--- src/rtl/exc_pkg.sv ---
package exc_pkg;
  localparam int XLEN   = 32;
  localparam int CODE_W = 3;
  localparam int MODE_W = 5;
  localparam int OFS_W  = 4;
  localparam int VEC_W  = 8;

  localparam int BIT_T = 5;
  localparam int BIT_F = 6;
  localparam int BIT_I = 7;
  localparam int BIT_A = 8;

  typedef enum logic [MODE_W-1:0] {
    M_USR = 5'b10000, M_FIQ = 5'b10001, M_IRQ = 5'b10010,
    M_SVC = 5'b10011, M_ABT = 5'b10111, M_UND = 5'b11011
  } mode_e;

  typedef enum logic [CODE_W-1:0] {
    X_UNDEF = 3'd0, X_SWI = 3'd1, X_PABT = 3'd2, X_BKPT = 3'd3,
    X_DABT  = 3'd4, X_IRQ = 3'd5, X_FIQ  = 3'd6, X_BAD  = 3'd7
  } exc_e;

  typedef struct packed {
    logic             valid;
    mode_e            mode;
    logic [VEC_W-1:0] vec;
    logic             mask_a;
    logic             mask_i;
    logic             mask_f;
    logic [OFS_W-1:0] ofs;
  } entry_t;

  typedef enum logic [1:0] {S_IDLE, S_BANK, S_COMMIT} st_e;
endpackage

--- src/rtl/exc_table.sv ---
module exc_table
  import exc_pkg::*;
(
  input  logic [CODE_W-1:0] code_i,
  input  logic              thumb_i,
  output entry_t            ent_o
);
  always_comb begin
    ent_o = '{valid: 1'b1, mode: M_UND, vec: 8'h04,
              mask_a: 1'b0, mask_i: 1'b1, mask_f: 1'b0, ofs: 4'd4};
    unique case (exc_e'(code_i))
      X_UNDEF: ent_o.ofs = thumb_i ? 4'd2 : 4'd4;
      X_SWI: begin
        ent_o.mode = M_SVC; ent_o.vec = 8'h08; ent_o.ofs = 4'd0;
      end
      X_PABT, X_BKPT: begin
        ent_o.mode = M_ABT; ent_o.vec = 8'h0C; ent_o.mask_a = 1'b1;
      end
      X_DABT: begin
        ent_o.mode = M_ABT; ent_o.vec = 8'h10; ent_o.mask_a = 1'b1;
        ent_o.ofs  = 4'd8;
      end
      X_IRQ: begin
        ent_o.mode = M_IRQ; ent_o.vec = 8'h18; ent_o.mask_a = 1'b1;
      end
      X_FIQ: begin
        ent_o.mode = M_FIQ; ent_o.vec = 8'h1C; ent_o.mask_a = 1'b1;
        ent_o.mask_f = 1'b1;
      end
      default: begin
        ent_o.valid = 1'b0; ent_o.mode = M_USR; ent_o.vec = '0;
        ent_o.mask_i = 1'b0; ent_o.ofs = '0;
      end
    endcase
  end
endmodule

--- src/rtl/exc_compose.sv ---
module exc_compose
  import exc_pkg::*;
#(
  parameter logic [XLEN-1:0] HI_BASE = 32'hFFFF_0000
) (
  input  entry_t          ent_i,
  input  logic [XLEN-1:0] pc_i,
  input  logic [XLEN-1:0] cpsr_i,
  input  logic            hivec_i,
  output logic [XLEN-1:0] pc_o,
  output logic [XLEN-1:0] cpsr_o,
  output logic [XLEN-1:0] lr_o
);
  logic [XLEN-1:0] vec_w;

  assign vec_w = {{(XLEN-VEC_W){1'b0}}, ent_i.vec};
  assign pc_o  = hivec_i ? vec_w + HI_BASE : vec_w;
  assign lr_o  = pc_i + {{(XLEN-OFS_W){1'b0}}, ent_i.ofs};

  always_comb begin
    cpsr_o              = cpsr_i;
    cpsr_o[MODE_W-1:0]  = ent_i.mode;
    cpsr_o[BIT_A]       = cpsr_i[BIT_A] | ent_i.mask_a;
    cpsr_o[BIT_I]       = cpsr_i[BIT_I] | ent_i.mask_i;
    cpsr_o[BIT_F]       = cpsr_i[BIT_F] | ent_i.mask_f;
    cpsr_o[BIT_T]       = 1'b0;
  end
endmodule

--- src/rtl/exc_entry_seq.sv ---
module exc_entry_seq
  import exc_pkg::*;
#(
  parameter logic [XLEN-1:0] HI_BASE = 32'hFFFF_0000
) (
  input  logic              clk_i,
  input  logic              rst_ni,
  input  logic              req_i,
  input  logic [CODE_W-1:0] code_i,
  input  logic [XLEN-1:0]   pc_i,
  input  logic [XLEN-1:0]   cpsr_i,
  input  logic              thumb_i,
  input  logic              hivec_i,
  output logic              busy_o,
  output logic              bank_req_o,
  output logic [MODE_W-1:0] bank_mode_o,
  output logic              wr_o,
  output logic [XLEN-1:0]   pc_o,
  output logic [XLEN-1:0]   cpsr_o,
  output logic [XLEN-1:0]   spsr_o,
  output logic [XLEN-1:0]   lr_o,
  output logic              done_o,
  output logic              err_o
);
  entry_t          ent;
  logic [XLEN-1:0] n_pc, n_cpsr, n_lr;
  st_e             st_q;
  logic            err_q, accept;
  logic [MODE_W-1:0] mode_q;
  logic [XLEN-1:0] pc_q, cpsr_q, spsr_q, lr_q;

  exc_table u_table (.code_i(code_i), .thumb_i(thumb_i), .ent_o(ent));

  exc_compose #(.HI_BASE(HI_BASE)) u_compose (
    .ent_i(ent), .pc_i(pc_i), .cpsr_i(cpsr_i), .hivec_i(hivec_i),
    .pc_o(n_pc), .cpsr_o(n_cpsr), .lr_o(n_lr)
  );

  assign accept = req_i && (st_q == S_IDLE);

  always_ff @(posedge clk_i or negedge rst_ni) begin
    if (!rst_ni) begin
      st_q   <= S_IDLE;
      err_q  <= 1'b0;
      mode_q <= '0;
      pc_q   <= '0;
      cpsr_q <= '0;
      spsr_q <= '0;
      lr_q   <= '0;
    end else begin
      err_q <= accept && !ent.valid;
      unique case (st_q)
        S_IDLE: if (accept && ent.valid) begin
          st_q   <= S_BANK;
          mode_q <= ent.mode;
          pc_q   <= n_pc;
          cpsr_q <= n_cpsr;
          spsr_q <= cpsr_i;
          lr_q   <= n_lr;
        end
        S_BANK:   st_q <= S_COMMIT;
        default:  st_q <= S_IDLE;
      endcase
    end
  end

  assign busy_o      = st_q != S_IDLE;
  assign bank_req_o  = st_q == S_BANK;
  assign bank_mode_o = mode_q;
  assign wr_o        = st_q == S_COMMIT;
  assign done_o      = st_q == S_COMMIT;
  assign err_o       = err_q;
  assign pc_o        = pc_q;
  assign cpsr_o      = cpsr_q;
  assign spsr_o      = spsr_q;
  assign lr_o        = lr_q;
endmodule

--- config.mk ---
export PLATFORM = sky130hd
export DESIGN_NAME = exc_entry_seq
export DESIGN_NICKNAME = d
export VERILOG_FILES = /design/src/rtl/exc_pkg.sv /design/src/rtl/exc_table.sv /design/src/rtl/exc_compose.sv /design/src/rtl/exc_entry_seq.sv
export SDC_FILE = /design/constraint.sdc
export NUM_CORES = 1
export LEC_CHECK = 0
export CORE_MARGIN = 4
export CORE_UTILIZATION = 51
export CTS_CLUSTER_SIZE = 30
export DETAILED_ROUTE_END_ITERATION = 12
export GPL_ROUTABILITY_DRIVEN = 0
export PLACE_DENSITY = 0.89
export SYNTH_ARGS = -nofsm -noshare
export SYNTH_HDL_FRONTEND = slang
export SYNTH_HIERARCHICAL = 1
export SYNTH_SLANG_ARGS = --single-unit
--- constraint.sdc ---
create_clock -name clk_i -period 2.5 [get_ports clk_i]
set_input_delay 0.25 -clock clk_i [delete_from_list [all_inputs] [get_ports clk_i]]
set_output_delay 0.25 -clock clk_i [all_outputs]
set_load 0.005 [all_outputs]
==> results of run 1 <==
-- cell usage after synthesis (2+ instances only) --
cell and number:
dfrtp_1 136, buf_4 78, mux2_2 74, mux2_1 59, xnor2_1 23, nand4_1 13, nand3_1 11, nand2_1 8
buf_8 7, xor2_1 7, and3_1 6, and2_1 5, and4_1 4, buf_6 4, ha_1 4, nor2_1 4
nor2b_1 4, or2_2 4, a21oi_1 3, conb_1 3, clkbuf_1 2, nand2b_4 2, nor3b_1 2, o21a_1 2
-- worst register-to-register path, cell delays in order (launching register included) --
cell	delay [ns]
dfrtp_1	0.44
nor4bb_4	0.35
buf_4	0.23
buf_4	0.22
mux2_2	0.36
-- registers in the layout (all words and copies together), names as in the netlist --
register     count
spsr_o          32
err_o            1
bank_mode_o      5
cpsr_o          32
lr_o            32
st_q             2
pc_o            32
-- through the flow --
stage                     total power [mW]  std cells  util, %  TNS (ns)  cell area, µm²
after detailed placement              5.52        808     66.8     -3.90            8430
after global placement                5.41        808     66.8     -1.31            8430
final                                 8.21        841     72.1         0            9100
after CTS                             8.33        841     72.1         0            9100
after floorplan                       3.96        494        -         0            6600
after global routing                  8.61        841     72.1         0            9100
-- routing by layer --
metal	routed length (µm)	GRT usage [%]
met5	0	0
met3	1180	7.37
met4	361	10.0
met2	7670	35.1
met1	5720	24.0
-- what timing repair did --
action	CTS	global route
hold buffers	1	0
endpoints found under the hold margin	68	0
setup buffers	0	0
-- power groups by stage --
stage | Clock [mW] | Sequential [mW] | Combinational, mW
floorplan | 0 | 3.14 | 0.825
detailed placement | 0 | 3.14 | 2.38
global route | 2.90 | 3.18 | 2.53
global placement | 0 | 3.09 | 2.32
CTS | 2.81 | 3.11 | 2.41
finish | 2.75 | 3.10 | 2.36
-- how the worst max path moves through the flow --
stage	slack, ns	startpoint	end	cells after the start
final	0.13	code_i[2]	lr_o[9]	10
after global routing	0.008	code_i[2]	lr_o[9]	10
after CTS	0.16	code_i[2]	lr_o[9]	10
after detailed placement	-0.24	code_i[2]	lr_o[9]	10
after global placement	-0.10	code_i[2]	lr_o[9]	10
after floorplan	0.30	code_i[1]	lr_o[25]	10
-- area by class of cell --
cell class              count  area [µm²]  area share (%)
repair buffers            235        2350            25.9
well taps                 172         215            2.36
multi-input cells         266        2470            27.1
flip-flops and latches    136        3400            37.4
clock buffers              21         470            5.17
clock inverters            11         194            2.13
-- kinds of logic (layout without fill, tap and decap cells) --
logic type / after synthesis / after routing / share of synthesized area [%]
flops: 136 / 136 / 51.9
buf+inv: 92 / 267 / 11.4
mux: 133 / 133 / 22.9
xor+xnor: 30 / 30 / 4.01
simple gates: 71 / 71 / 7.31
compound gates: 11 / 11 / 1.24
fa+ha+maj: 5 / 5 / 1.07
other cells: 3 / 16 / 0.172
==> impl_metrics.env, run 1 <==
export IMPL_seq_area_frac_synth_pct=51.9
export IMPL_p_leak_nw=3.78
export IMPL_ys_types=40
export IMPL_nets=733
export IMPL_slew_headroom_pct=58.1
export IMPL_synth_largest_area_cell="dfrtp_1"
export IMPL_synthArstFlopShare_pct=100
export IMPL_fin_ws_ns=0.128
export IMPL_drt_initial_drc_count=94
export IMPL_dr_pass1_iters=4
export IMPL_coreArea_um2=12600
export IMPL_netlist_instances=481
export IMPL_clk_latency_ns=0.42
export IMPL_period_share_pct=94.9
export IMPL_critPathMaxFanout=14
export IMPL_syn_to_final_growth_pct=38.9
export IMPL_rows=41
export IMPL_start_util_pct=51.9
export IMPL_timing_hold_violations_final=0
export IMPL_diodes=0
export IMPL_endpoint_kind="register"
export IMPL_cp_required_ns=2.80
export IMPL_synth_area_top_cells="dfrtp_1, mux2_2, mux2_1"
export IMPL_die_area_um2=14700
export IMPL_die_y_um=121
export IMPL_min_period_ns=2.37
export IMPL_swShare_pct=24.2
export IMPL_hpwl_um=11100
export IMPL_yosys_warnings=6
export IMPL_postRouteAntennaNets=0
export IMPL_hp_class="in -> async"
export IMPL_cts_tree="built"
export IMPL_crit_reg2reg_launch="st_q[1]"
export IMPL_tightestPinTransition_ns=0.629
export IMPL_start_kind="input pin"
export IMPL_path_class="in -> reg"
export IMPL_rsz0062_at_grt="no"
export IMPL_drive_gt1_share_pct=21.8
export IMPL_clockBufferDepth=2
export IMPL_routed_wl_um=14900
export IMPL_final_cell_mix="clkdlybuf4s50_1, dfrtp_1, mux2_2, mux2_1, xnor2_1"
export IMPL_ios=210
export IMPL_r2r_end="spsr_o[2]"
export IMPL_status="completed"
export IMPL_cts_resized=0
export IMPL_p_seq_share_pct=37.7
export IMPL_ys_ff_latch=136
export IMPL_route_vias_total=4228
export IMPL_post_route_drc_count=0
export IMPL_crit_slowest_cell="clkdlybuf4s50_1"
export IMPL_crit_arrival_ns=2.67
export IMPL_grt_usage_pct=21.0
export IMPL_setup_violations=0
export IMPL_combPwrFrac_pct=28.8
export IMPL_internal_power_mw=6.23
export IMPL_whs_ns=0.413
export IMPL_synth_top_flop_cell="dfrtp_1"
export IMPL_numClockSinks=136
export IMPL_pwr_share_clk_pct=33.5
export IMPL_cpPeakStageDelay_ns=0.65
export IMPL_grt_pass1_wl_um=23900
export IMPL_fmax_ghz=0.422
export IMPL_fin_skew_ns=0.00680
export IMPL_netlist_area_um2=6550
export IMPL_grt_overflow=0
export IMPL_grt_pass1_vias=4637
export IMPL_worst_path_buf_inv=2
export IMPL_final_common_cell="clkdlybuf4s50_1"
export IMPL_pre_cts_slack_ns=-0.242
export IMPL_avgSynthCellArea_um2=13.6
export IMPL_power_density_nw_per_um2=902
export IMPL_synth_edf_count=0
export IMPL_drv_cap=0
export IMPL_vdd_drop_max_mv=0.633
export IMPL_via_per_inst=5.03
export IMPL_antenna_found_initial=0
export IMPL_rrSetupSlack_ns=0.80
export IMPL_power_switching_mw=1.99
export IMPL_report_final_slew_viol_count=0
export IMPL_reg2regPathDepth=4
export IMPL_routedWlPerCell_um=17.8
export IMPL_grt_max_degree=71
export IMPL_io_buffers=209
export IMPL_critPathTopFamily="buffers and inverters"
export IMPL_nFillCells=879
export IMPL_cts_htree_levels=4
export IMPL_synth_top_area_share_pct=51.9
export IMPL_path_clk_slew_ns=0.06
export IMPL_crit_path_cell_trace="clkdlybuf4s50_1 > nand2b_4 > o211ai_2 > ha_1 > nand2_1 > o21ai_0 > buf_4 > nor3b_1 > xor2_1 > mux2_2"
export IMPL_cts_buffers=17
export IMPL_die_w_um=121
export IMPL_clockRootBuffer="clkbuf_16"
No activity file was read; power rests on OpenSTA's default activity.
==> run 2, diff against run 1 <==
--- a/config.mk
+++ b/config.mk
@@ -6,11 +6,12 @@
 export NUM_CORES = 1
 export LEC_CHECK = 0
 export CORE_MARGIN = 4
-export CORE_UTILIZATION = 51
+export CORE_UTILIZATION = 55
 export CTS_CLUSTER_SIZE = 30
 export DETAILED_ROUTE_END_ITERATION = 12
+export DONT_BUFFER_PORTS = 1
 export GPL_ROUTABILITY_DRIVEN = 0
-export PLACE_DENSITY = 0.89
+export PLACE_DENSITY = 0.72
 export SYNTH_ARGS = -nofsm -noshare
 export SYNTH_HDL_FRONTEND = slang
 export SYNTH_HIERARCHICAL = 1
==> run 2 against run 1 <==
Against the previous run:
- the flow now finishes with violations (negative hold slack)
- worst hold slack worse by 0.88 ns
- non-clock buffer count is 197 lower
- sequential power is 6% higher
- clock power is 17% lower
- global-route usage is 3.1 points lower
- cell count is 27% lower
- critical path depth is 5 lower
- sequential share of layout area is 11 points higher
==> impl_metrics.env, run 2 (synthesized netlist as in run 1, its figures left out) <==
export IMPL_postRouteAntennaNets=0
export IMPL_dr_pass1_iters=4
export IMPL_nets=536
export IMPL_reg2regPathDepth=3
export IMPL_cts_tree="built"
export IMPL_start_util_pct=56.7
export IMPL_fmax_ghz=0.522
export IMPL_setup_violations=0
export IMPL_clockRootBuffer="clkbuf_16"
export IMPL_whs_ns=-0.465
export IMPL_setup_tns_ns=0
export IMPL_cts_htree_levels=4
export IMPL_numClockSinks=136
export IMPL_grt_pass1_wl_um=18500
export IMPL_path_clk_slew_ns=0.05
export IMPL_report_final_slew_viol_count=0
export IMPL_coreArea_um2=11600
export IMPL_fin_skew_ns=0.00392
export IMPL_drv_cap=0
export IMPL_grt_max_degree=137
export IMPL_grt_usage_pct=17.9
export IMPL_timing_hold_violations_final=136
export IMPL_diodes=0
export IMPL_post_route_drc_count=0
export IMPL_power_density_nw_per_um2=916
export IMPL_rows=39
export IMPL_die_area_um2=13700
export IMPL_hp_class="in -> async"
export IMPL_ios=210
export IMPL_die_y_um=117
export IMPL_cp_required_ns=2.79
export IMPL_r2r_end="bank_mode_o[2]"
export IMPL_cts_buffers=17
export IMPL_via_per_inst=5.55
export IMPL_io_buffers=0
export IMPL_clk_latency_ns=0.41
export IMPL_p_leak_nw=2.93
export IMPL_drive_gt1_share_pct=25.4
export IMPL_start_kind="input pin"
export IMPL_vdd_drop_max_mv=0.570
export IMPL_route_vias_total=3415
export IMPL_cts_resized=0
export IMPL_final_cell_mix="dfrtp_1, mux2_2, mux2_1, dlygate4sd3_1, xnor2_1"
export IMPL_min_period_ns=1.92
export IMPL_die_w_um=117
export IMPL_path_class="in -> reg"
export IMPL_grt_overflow=0
export IMPL_rsz0062_at_grt="no"
export IMPL_crit_reg2reg_launch="st_q[1]"
export IMPL_period_share_pct=76.6
export IMPL_drt_initial_drc_count=124
export IMPL_syn_to_final_growth_pct=6.64
export IMPL_crit_arrival_ns=2.21
export IMPL_clockBufferDepth=2
export IMPL_cts_hold_buffers=35
export IMPL_slew_headroom_pct=49.4
export IMPL_routedWlPerCell_um=19.7
export IMPL_status="complete, but fails checks"
export IMPL_tightestPinTransition_ns=0.753
export IMPL_final_common_cell="dfrtp_1"
export IMPL_hpwl_um=8350
export IMPL_grt_pass1_vias=3506
export IMPL_antenna_found_initial=0
export IMPL_nFillCells=922
export IMPL_post_cts_buffers=0
export IMPL_failed_checks="negative hold slack"
export IMPL_routed_wl_um=12100
export IMPL_rrSetupSlack_ns=0.68
export IMPL_endpoint_kind="register"
export IMPL_critPathMaxFanout=76
==> run 2: changes by cell type in the layout (fill, tap and decap cells not counted), sizes merged <==
cell and change:
clkdlybuf4s50 -208, buf -23, clkinv +1, clkbuf +2, clkinvlp +1, dlygate4sd3 +34
bufinv -4
==> run 2: worst max path at each step <==
stage / start / endpoint / slack [ns] / depth (start not counted)
2_1_floorplan: code_i[1] / lr_o[25] / 0.30 / 10
3_3_place_gp: code_i[1] / lr_o[12] / 0.42 / 8
6_report: code_i[0] / bank_mode_o[2] / 0.58 / 5
3_5_place_dp: code_i[1] / lr_o[12] / 0.37 / 8
4_1_cts: code_i[0] / spsr_o[16] / 0.59 / 5
5_1_grt: code_i[0] / spsr_o[16] / 0.51 / 5
==> run 2: cell type report <==
cell class                 count  area, µm²  area share, %
sequential                   136       3400           48.7
clock buffer                  23        468           6.70
tap                          143        179           2.56
clock inverter                 9       75.1           1.07
multi-input combinational    266       2470           35.3
timing repair buffer          38        398           5.69
==> run 2: where the power goes <==
group | switching, mW | internal (mW)
logic | 0.306 | 0.531
clock network | 0.876 | 1.41
registers | 0.492 | 2.79
total | 1.67 | 4.73
==> run 2: layer usage <==
| metal | vias to the layer above | track usage, % | wire length, µm |
|---|---|---|---|
| li1 | 1536 | - | - |
| met1 | 1731 | 19.9 | 4380 |
| met2 | 130 | 28.7 | 6190 |
| met3 | 18 | 10.1 | 1310 |
| met4 | 0 | 6.88 | 225 |
| met5 | - | 0 | 0 |
==> run 2: worst max-delay path, stage by stage <==
cell and delay, ns:
dlygate4sd3_1 0.58, nand3_4 0.11, nor4bb_4 0.44, buf_12 0.38, mux2_2 0.38
==> run 2: per-stage QoR <==
step           setup slack, ns  utilization, %  std cells  area, µm²  power [mW]
2_1_floorplan            0.296               -        494       6600        3.96
4_1_cts                  0.586            60.4        615       6990        6.50
6_report                 0.584            60.4        615       6990        6.40
5_1_grt                  0.513            60.4        615       6990        6.75
3_3_place_gp             0.418            52.7        548       6100        4.07
3_5_place_dp             0.371            52.7        548       6100        4.13
==> run 3, diff against run 2 <==
--- a/config.mk
+++ b/config.mk
@@ -11,7 +11,7 @@
 export DETAILED_ROUTE_END_ITERATION = 12
 export DONT_BUFFER_PORTS = 1
 export GPL_ROUTABILITY_DRIVEN = 0
-export PLACE_DENSITY = 0.72
+export PLACE_DENSITY = 0.75
 export SYNTH_ARGS = -nofsm -noshare
 export SYNTH_HDL_FRONTEND = slang
 export SYNTH_HIERARCHICAL = 1
==> constraint.sdc (replaced) <==
create_clock -name clk_i -period 1.7 [get_ports clk_i]
set_input_delay 0.17 -clock clk_i [delete_from_list [all_inputs] [get_ports clk_i]]
set_output_delay 0.17 -clock clk_i [all_outputs]
set_load 0.005 [all_outputs]
==> run 3 against run 2 <==
Against the previous run:
- the flow still finishes with violations (negative hold slack)
- utilization is 2.9 points higher
- global-route usage up 0.97 points
- register-to-register slack worse by 0.60 ns
- setup slack worse by 0.50 ns
- count of clock-buffer cells in the layout is 2 lower
- wire length is 4.0% higher
- worst hold slack lost 0.076 ns
- combinational power grew 61%
==> impl_metrics.env, run 3 (synthesized netlist as in run 1, its figures left out) <==
export IMPL_status="complete, but fails checks"
export IMPL_failed_checks="negative hold slack"
export IMPL_io_buffers=0
export IMPL_path_class="reg -> reg"
export IMPL_syn_to_final_growth_pct=11.7
export IMPL_diodes=0
export IMPL_cts_htree_levels=4
export IMPL_grt_pass1_wl_um=19800
export IMPL_route_vias_total=3513
export IMPL_place_inst=566
export IMPL_die_w_um=117
export IMPL_cts_hold_buffers=39
export IMPL_clockRootBuffer="clkbuf_16"
export IMPL_grt_overflow=0
export IMPL_drv_cap=0
export IMPL_start_util_pct=56.7
export IMPL_worst_path_buf_inv=2
export IMPL_met1_usage_pct=20.9
export IMPL_drive_gt1_share_pct=30.4
export IMPL_nets=558
export IMPL_cts_buffers=17
export IMPL_numClockSinks=136
export IMPL_whs_ns=-0.542
export IMPL_dr_pass1_iters=4
export IMPL_postRouteAntennaNets=0
export IMPL_hp_class="in -> async"
export IMPL_fmax_ghz=0.618
export IMPL_clockBufferDepth=2
export IMPL_routedWlPerCell_um=19.8
export IMPL_pre_cts_slack_ns=-0.275
export IMPL_grt_max_degree=137
export IMPL_post_route_drc_count=0
export IMPL_layoutNonFillerInstCount=636
export IMPL_p_leak_nw=3.07
export IMPL_critPathMaxFanout=32
export IMPL_cp_required_ns=1.99
export IMPL_path_clk_slew_ns=0.06
export IMPL_fin_ws_ns=0.0808
export IMPL_min_period_ns=1.62
export IMPL_cts_tree="built"
export IMPL_crit_arrival_ns=1.91
export IMPL_setup_violations=0
export IMPL_power_density_nw_per_um2=1330
export IMPL_crit_path_cell_trace="nor4bb_4 > buf_6 > buf_12 > mux2_2"
export IMPL_antenna_found_initial=0
export IMPL_period_share_pct=95.2
export IMPL_die_area_um2=13700
export IMPL_fin_skew_ns=0.00628
export IMPL_met2_usage_pct=31.3
export IMPL_cpPeakStageDelay_ns=0.43
export IMPL_drt_initial_drc_count=124
export IMPL_start_kind="register"
export IMPL_final_cell_mix="dfrtp_1, mux2_2, mux2_1, dlygate4sd3_1, xnor2_1"
export IMPL_timing_hold_violations_final=136
export IMPL_nFillCells=858
export IMPL_critPathTopFamily="flip-flops"
export IMPL_vdd_drop_max_mv=0.877
export IMPL_via_per_inst=5.52
export IMPL_rows=39
export IMPL_hpwl_um=8740
export IMPL_report_final_slew_viol_count=0
export IMPL_routed_wl_um=12600
export IMPL_clk_latency_ns=0.41
export IMPL_die_y_um=117
export IMPL_ios=210
export IMPL_coreArea_um2=11600
export IMPL_final_common_cell="dfrtp_1"
export IMPL_grt_usage_pct=18.9
export IMPL_endpoint_kind="register"
export IMPL_grt_pass1_vias=3794
export IMPL_grtUsageMet3_pct=9.56
export IMPL_crit_slowest_cell="dfrtp_1"
export IMPL_busiest_layer="met2"
==> run 3: changes by cell type in the layout (fill, tap and decap cells not counted), moves of 3 or more <==
cell           change
nand3_2            +3
clkinv_2           -4
buf_4             +12
dlygate4sd3_1      +4
buf_12             +4
nand3_1            -3
==> run 3: layout make-up <==
class                           instances  area [µm²]  area share, %
Sequential cell                       136        3400           46.5
Multi-Input combinational cell        266        2530           34.5
Timing Repair Buffer                   60         631           8.61
Clock buffer                           21         460           6.29
Tap cell                              143         179           2.44
Clock inverter                         10         120           1.64
==> run 3: path summary, 6_finish.rpt <==
| path | slack, ns | to | cells past startpoint | startpoint |
|---|---|---|---|---|
| worst max-delay path | 0.08 | spsr_o[10] | 4 | st_q[0] |
| worst min-delay path | -0.54 | lr_o[9] | 0 | rst_ni |
| worst max register to register | 0.08 | spsr_o[10] | 4 | st_q[0] |
| worst min register to register | 0.51 | spsr_o[29] | 1 | spsr_o[29] |
| max in group asynchronous | 2.00 | lr_o[8] | 0 | rst_ni |
| min in group clk_i | 0.02 | lr_o[15] | 2 | pc_i[15] |
==> run 3: timing repair <==
item | 4_1_cts | 5_1_grt
endpoints found under the hold margin | 216 | 136
buffers inserted | 0 | 0
setup endpoints to repair | 0 | 32
gates resized for setup | 0 | 2
==> run 3: metal layers <==
metal / share of wire, % / vias to the layer above
met3: 9.6 / 18
met1: 37 / 1777
li1: - / 1584
met2: 52 / 134
met5: 0 / -
met4: 1.6 / 0
==> run 3: power breakdown <==
group | internal (mW) | total, mW | switching [mW]
registers | 4.10 | 4.84 | 0.735
clock network | 2.24 | 3.56 | 1.33
logic | 0.866 | 1.35 | 0.487
==> run 3: through the flow <==
stage          utilization [%]  hold slack (ns)  setup TNS [ns]  cell area (µm²)  power [mW]
6_report                  63.3           -0.542               0             7320        9.75
5_1_grt                   63.3           -0.571         -0.0162             7320        10.3
4_1_cts                   63.2           -0.560               0             7310        9.87
3_5_place_dp              54.9           -0.121           -5.41             6340        6.18
3_3_place_gp              54.9           -0.121           -4.51             6340        6.08
2_1_floorplan                -           -0.126           -3.59             6690        5.86
==> run 3: worst reg2reg max path, delay by kind of cell, from the launching register on <==
family | cells | cell delay, ns
and+or+nand+nor | 1 | 0.32
DFF | 1 | 0.43
buffers and inverters | 2 | 0.38
muxes | 1 | 0.38
